[src/rtl/tmr64_pkg.sv]
package tmr64_pkg;
    localparam int ADDR_W = 5;

    localparam logic [ADDR_W-1:0] OFF_CNT_LO = 5'h00;
    localparam logic [ADDR_W-1:0] OFF_CNT_HI = 5'h04;
    localparam logic [ADDR_W-1:0] OFF_CTRL   = 5'h08;
    localparam logic [ADDR_W-1:0] OFF_STAT   = 5'h0C;
    localparam logic [ADDR_W-1:0] OFF_CMP_LO = 5'h10;
    localparam logic [ADDR_W-1:0] OFF_CMP_HI = 5'h14;
    localparam logic [ADDR_W-1:0] OFF_STEP   = 5'h18;

    // Packed MSB first: run lands on bit 0, auto_rld on bit 3.
    typedef struct packed {
        logic auto_rld;
        logic irq_en;
        logic cmp_arm;
        logic run;
    } ctrl_t;

    localparam int CTRL_W = $bits(ctrl_t);
endpackage

[src/rtl/tmr64_counter.sv]
module tmr64_counter #(
    parameter int BW = 32
) (
    input  logic            clk,
    input  logic            rst_n,
    input  logic            run,
    input  logic            wr_lo,
    input  logic            wr_hi,
    input  logic [BW-1:0]   wdata,
    output logic [2*BW-1:0] cnt_o
);
    localparam int CW = 2 * BW;

    logic [CW-1:0] cnt_d, cnt_q;

    always_comb begin
        cnt_d = cnt_q;
        if (wr_lo) begin
            cnt_d[BW-1:0] = wdata;
        end else if (wr_hi) begin
            cnt_d[CW-1:BW] = wdata;
        end else if (run) begin
            cnt_d = cnt_q + {{(CW-1){1'b0}}, 1'b1};
        end
    end

    always_ff @(posedge clk) begin
        if (!rst_n) cnt_q <= '0;
        else        cnt_q <= cnt_d;
    end

    assign cnt_o = cnt_q;

    a_r2_count_step: assert property (@(posedge clk) disable iff (!rst_n)
        (run && !wr_lo && !wr_hi) |=> (cnt_q == $past(cnt_q) + 1'b1));

    a_r2_hold_stopped: assert property (@(posedge clk) disable iff (!rst_n)
        (!run && !wr_lo && !wr_hi) |=> $stable(cnt_q));

    a_r3_low_write: assert property (@(posedge clk) disable iff (!rst_n)
        wr_lo |=> (cnt_q[BW-1:0] == $past(wdata)) && (cnt_q[CW-1:BW] == $past(cnt_q[CW-1:BW])));
endmodule

[src/rtl/tmr64_compare.sv]
module tmr64_compare #(
    parameter int BW = 32
) (
    input  logic            clk,
    input  logic            rst_n,
    input  logic [2*BW-1:0] cnt,
    input  logic            cmp_arm,
    input  logic            irq_en,
    input  logic            auto_rld,
    input  logic [BW-1:0]   step,
    input  logic            wr_lo,
    input  logic            wr_hi,
    input  logic            clr_pend,
    input  logic [BW-1:0]   wdata,
    output logic [2*BW-1:0] cmp_o,
    output logic            pend_o,
    output logic            irq_o
);
    localparam int CW = 2 * BW;

    typedef struct packed {
        logic [CW-1:0] cmp;
        logic          pend;
        logic          hit;
        logic          irq;
    } cmp_state_t;

    cmp_state_t s_d, s_q;
    logic       hit;
    logic [CW-1:0] step_ext;

    assign step_ext = {{(CW-BW){1'b0}}, step};

    always_comb begin
        s_d = s_q;
        hit = cmp_arm && (cnt >= s_q.cmp);
        if (!cmp_arm) begin
            if (wr_lo) s_d.cmp[BW-1:0]  = wdata;
            if (wr_hi) s_d.cmp[CW-1:BW] = wdata;
        end else if (hit && auto_rld) begin
            s_d.cmp = s_q.cmp + step_ext;
        end
        if (clr_pend) s_d.pend = 1'b0;
        if (hit)      s_d.pend = 1'b1;
        s_d.hit = hit;
        s_d.irq = hit && !s_q.hit && irq_en;
    end

    always_ff @(posedge clk) begin
        if (!rst_n) s_q <= '0;
        else        s_q <= s_d;
    end

    assign cmp_o  = s_q.cmp;
    assign pend_o = s_q.pend;
    assign irq_o  = s_q.irq;

    a_r6_silent_when_disarmed: assert property (@(posedge clk) disable iff (!rst_n)
        !cmp_arm |=> !irq_o);

    a_r8_single_pulse: assert property (@(posedge clk) disable iff (!rst_n)
        irq_o |=> !irq_o);

    a_r8_pulse_needs_enable: assert property (@(posedge clk) disable iff (!rst_n)
        !irq_en |=> !irq_o);

    a_r9_reload_step: assert property (@(posedge clk) disable iff (!rst_n)
        (hit && auto_rld) |=> (s_q.cmp == $past(s_q.cmp) + $past(step_ext)) && s_q.pend);

    a_r10_locked_when_armed: assert property (@(posedge clk) disable iff (!rst_n)
        (cmp_arm && !(hit && auto_rld)) |=> $stable(s_q.cmp));
endmodule

[src/rtl/tmr64_tick_timer.sv]
module tmr64_tick_timer
    import tmr64_pkg::*;
#(
    parameter int BW = 32
) (
    input  logic              clk,
    input  logic              rst_n,
    input  logic              bus_we,
    input  logic [ADDR_W-1:0] bus_addr,
    input  logic [BW-1:0]     bus_wdata,
    output logic [BW-1:0]     bus_rdata,
    output logic              irq_o
);
    localparam int CW = 2 * BW;

    typedef struct packed {
        ctrl_t         ctrl;
        logic [BW-1:0] step;
    } regs_t;

    regs_t regs_d, regs_q;

    logic          wr_cnt_lo, wr_cnt_hi, wr_ctrl, wr_stat;
    logic          wr_cmp_lo, wr_cmp_hi, wr_step;
    logic [CW-1:0] cnt, cmp;
    logic          pend;

    always_comb begin
        wr_cnt_lo = bus_we && (bus_addr == OFF_CNT_LO);
        wr_cnt_hi = bus_we && (bus_addr == OFF_CNT_HI);
        wr_ctrl   = bus_we && (bus_addr == OFF_CTRL);
        wr_stat   = bus_we && (bus_addr == OFF_STAT);
        wr_cmp_lo = bus_we && (bus_addr == OFF_CMP_LO);
        wr_cmp_hi = bus_we && (bus_addr == OFF_CMP_HI);
        wr_step   = bus_we && (bus_addr == OFF_STEP);
    end

    always_comb begin
        regs_d = regs_q;
        if (wr_ctrl) regs_d.ctrl = ctrl_t'(bus_wdata[CTRL_W-1:0]);
        if (wr_step) regs_d.step = bus_wdata;
    end

    always_ff @(posedge clk) begin
        if (!rst_n) regs_q <= '0;
        else        regs_q <= regs_d;
    end

    tmr64_counter #(.BW(BW)) u_counter (
        .clk   (clk),
        .rst_n (rst_n),
        .run   (regs_q.ctrl.run),
        .wr_lo (wr_cnt_lo),
        .wr_hi (wr_cnt_hi),
        .wdata (bus_wdata),
        .cnt_o (cnt)
    );

    tmr64_compare #(.BW(BW)) u_compare (
        .clk      (clk),
        .rst_n    (rst_n),
        .cnt      (cnt),
        .cmp_arm  (regs_q.ctrl.cmp_arm),
        .irq_en   (regs_q.ctrl.irq_en),
        .auto_rld (regs_q.ctrl.auto_rld),
        .step     (regs_q.step),
        .wr_lo    (wr_cmp_lo),
        .wr_hi    (wr_cmp_hi),
        .clr_pend (wr_stat && bus_wdata[0]),
        .wdata    (bus_wdata),
        .cmp_o    (cmp),
        .pend_o   (pend),
        .irq_o    (irq_o)
    );

    always_comb begin
        bus_rdata = '0;
        case (bus_addr)
            OFF_CNT_LO: bus_rdata = cnt[BW-1:0];
            OFF_CNT_HI: bus_rdata = cnt[CW-1:BW];
            OFF_CTRL:   bus_rdata = {{(BW-CTRL_W){1'b0}}, regs_q.ctrl};
            OFF_STAT:   bus_rdata = {{(BW-1){1'b0}}, pend};
            OFF_CMP_LO: bus_rdata = cmp[BW-1:0];
            OFF_CMP_HI: bus_rdata = cmp[CW-1:BW];
            OFF_STEP:   bus_rdata = regs_q.step;
            default:    bus_rdata = '0;
        endcase
    end

    a_r8_pulse_marks_pending: assert property (@(posedge clk) disable iff (!rst_n)
        irq_o |-> pend);

    a_r7_set_beats_clear: assert property (@(posedge clk) disable iff (!rst_n)
        (regs_q.ctrl.cmp_arm && (cnt >= cmp)) |=> pend);
endmodule

[config.mk]
export PLATFORM = sky130hd
export DESIGN_NAME = tmr64_tick_timer
export DESIGN_NICKNAME = d
export VERILOG_FILES = /design/src/rtl/tmr64_pkg.sv /design/src/rtl/tmr64_counter.sv /design/src/rtl/tmr64_compare.sv /design/src/rtl/tmr64_tick_timer.sv
export SDC_FILE = /design/constraint.sdc
export NUM_CORES = 1
export LEC_CHECK = 0
export BUFFER_PORTS_ARGS = -buffer_cell sky130_fd_sc_hd__buf_2
export CAP_MARGIN = 20
export CORE_MARGIN = 2
export CORE_UTILIZATION = 25
export CTS_CLUSTER_DIAMETER = 100
export DETAILED_ROUTE_END_ITERATION = 7
export PLACE_DENSITY = 0.37
export SLEW_MARGIN = 20
export SYNTH_ARGS = -nofsm -noshare
export SYNTH_HDL_FRONTEND = slang
export SYNTH_HIERARCHICAL = 1
export SYNTH_SLANG_ARGS = --single-unit
[constraint.sdc]
create_clock -name clk -period 6.9 [get_ports clk]
set_clock_uncertainty 0.1 [all_clocks]
set_input_delay 1.38 -clock clk [delete_from_list [all_inputs] [get_ports clk]]
set_output_delay 1.38 -clock clk [all_outputs]
set_load 0.02 [all_outputs]
==> run metrics <==
total wire length=between 60 and 70 mm; CP Max Fanout=38; Primary FF master, synth=dfxtp_1; mapped cell area=around 0.014 mm²; # resized after CTS=0; worst-skew pair later-pin latency=0.50 ns; synth top area cells=dfxtp_1 23%, ha_1 8.5%, mux2i_1 7.5%; Total GRT Usage=21.36%; DR iter-0 viols=~1.3k; RSZ-0062 raised after global routing=no; Fmax=approximately 200 MHz; RR Startpoint=u_compare/cmp_o[31]; CTS sink cnt=167; area leader, netlist=dfxtp_1; post-route minimum period=slightly above 5 ns; GRT overflow=0; critical path startpoint=bus_addr[4]; root buf cell=clkbuf_16; wire length of the first global-routing pass=93.74 mm; PD cells=154.3 mW/mm²; CP endpoint kind=output port; Power, Total=roughly 2.4 mW; register bit total from synthesis=167; share of the yosys chip area belonging to registers=between 20% and 30%; outcome=finished clean; number of post-CTS setup repair buffers=0; die area=just under 0.06 mm²; final hold vios=0; YS warnings=6; Critical R2R Capture=u_compare/cmp_o[22]; WP data required=~5.4 ns; launch point of the worst hold path=regs_q[16]; Yosys cell types=a little under 100; Hold Path Cell Cnt=2; worst path arrival time=3.61 ns; CP Class=in2out; Max clock buf depth=2; Setup WS pre-CTS=1.738 ns; Post-Syn Instances=1,876; Slew headroom=between 20 and 30%; Post-synth EDFFs=0; final setup fails=0; initial antenna violation count=0; Initial Util=25.34%; vias in the first global route=about 13k; Post-CTS Hold Buffers=0; Clk network pwr share=a little over two fifths; I/O pins=73; NumNets Final=around 2.0k; core area=around 0.057 mm²; Comb power frac=15.3%; chip width=243.5 µm; max cap viols=0; Switching Share=roughly a third; DRC=0; share of cells above drive strength 1=under 10%; clock-pin slew on the worst setup and hold paths=roughly 0.07 ns; port bufs=between 70 and 80; Syn Area/Cell=approximately 7.6 µm²; Hold Crit Class=reg2reg; TNS Setup=0 ns; Seq pwr share=between 40% and 50%; post-synth top area share=a little under a quarter; Leak Pwr=between 6 and 7 nW; CTS tree=yes; drt pass-1 iters=5; most numerous cell in the Yosys netlist=nand2_1; post-route setup slack=~1.8 ns; total number of vias=approximately 14k; Worst Reg-to-Reg Cells=13; cell internal pwr=about 1.6 mW; switching pwr=0.7854 mW; Area growth syn-to-layout=8.367%; Site Rows=between 80 and 90; fin. max-slew vios=0; syn nets=between 2k and 2.5k; antenna viol nets, final=0; DP HPWL=between 40 and 50 mm; Die Y=around 240 µm; Critical Path Start Type=primary input; wire per inst=about 25 µm; largest net degree at the start of global routing=76; TritonCTS buffer count=17; worst-margin pin slew=1.077 ns; H-tree levels=4; worst hold path endpoint=regs_q[16]; async set-reset flop share out of synthesis=0%; slack of the worst reg-to-reg path=approximately 2.4 ns; fin crit share=73.84%; Avg Vias per Cell=between 5 and 6; Synth top cells by count=201 x nand2_1, 167 x dfxtp_1, 121 x a21oi_1; RePlAce Congestion=roughly 0.9; Peak VDD IR=0.2222 mV
[stage by stage]
| stage | hold slack, ns | cell area [µm²] | std cells | util, % |
|---|---|---|---|---|
| floorplan | 0.3489 | 14340 | 1876 | - |
| global placement | 0.3695 | 14940 | 2562 | 26.40 |
| detailed placement | 0.3736 | 14950 | 2562 | 26.41 |
| CTS | 0.3886 | 15520 | 2594 | 27.42 |
| global route | 0.4106 | 15530 | 2594 | 27.44 |
| finish | 0.3858 | 15540 | 2598 | 27.46 |
[state kept, by name, summed over array words and instances, names as in the netlist]
signal	count
u_compare/cmp_o	64
u_counter/cnt_o	64
regs_q	36
u_compare/irq_o	1
u_compare/pend_o	1
u_compare/s_q	1
[worst max-delay path by stage]
stage	end	cells after the start	slack [ns]
final	bus_rdata[0]	5	1.81
after global routing	bus_rdata[10]	5	1.64
after CTS	bus_rdata[10]	5	1.74
after detailed placement	bus_rdata[10]	5	1.74
after global placement	bus_rdata[10]	5	1.77
after floorplan	bus_rdata[2]	5	2.65
[area by class of cell]
type	count	area, µm²
fill	6233	41060
multi-input combinational	1441	9691
sequential	167	3347
tap	756	945.9
timing repair buffer	109	643.1
clock buffer	17	425.4
inverter	89	334.1
clock inverter	15	145.1
antenna	4	10.01
[kinds of logic after synthesis]
family                     Yosys count  synth area share [%]
buffers and inverters              268                 9.414
adders and majority gates           98                 8.602
AOI/OAI and AO/OA                  527                 24.11
and+or+nand+nor                    649                 23.18
xor gates and xnor gates            54                 3.298
DFF                                167                 23.31
muxes                              113                 8.088
[worst max-delay path, cell delays in order]
cell and delay (ns):
buf_4 0.50, or4b_4 0.61, nor2_4 0.64, a2111o_1 0.27, buf_2 0.16
[placed cells by master (no fill, tap or decap), types with 62 or more instances in the layout]
master,Yosys,routed
a21o_1,63,62
a21oi_1,121,121
buf_2,17,70
dfxtp_1,167,166
ha_1,97,97
inv_1,87,85
mux2i_1,108,108
nand2_1,201,201
nand3_1,67,67
nor2_1,115,113
o21ai_0,96,96
[power groups by stage]
stage / sequential (mW) / clock, mW / combinational, mW
floorplan: 1.03 / 0 / 0.220
global placement: 1.05 / 0 / 0.363
detailed placement: 1.05 / 0 / 0.365
CTS: 1.02 / 1.04 / 0.367
global route: 1.03 / 1.07 / 0.398
finish: 1.02 / 1.01 / 0.368
[routing by layer]
| metal | part of all wire (%) | global-route usage (%) | vias to the layer above |
|---|---|---|---|
| li1 | - | - | 6781 |
| met1 | 46 | 29.08 | 6941 |
| met2 | 46 | 34.32 | 459 |
| met3 | 5.4 | 2.963 | 73 |
| met4 | 2.7 | 7.676 | 0 |
| met5 | 0 | 0 | - |
Note: power is estimated with default switching activity, not from simulation.
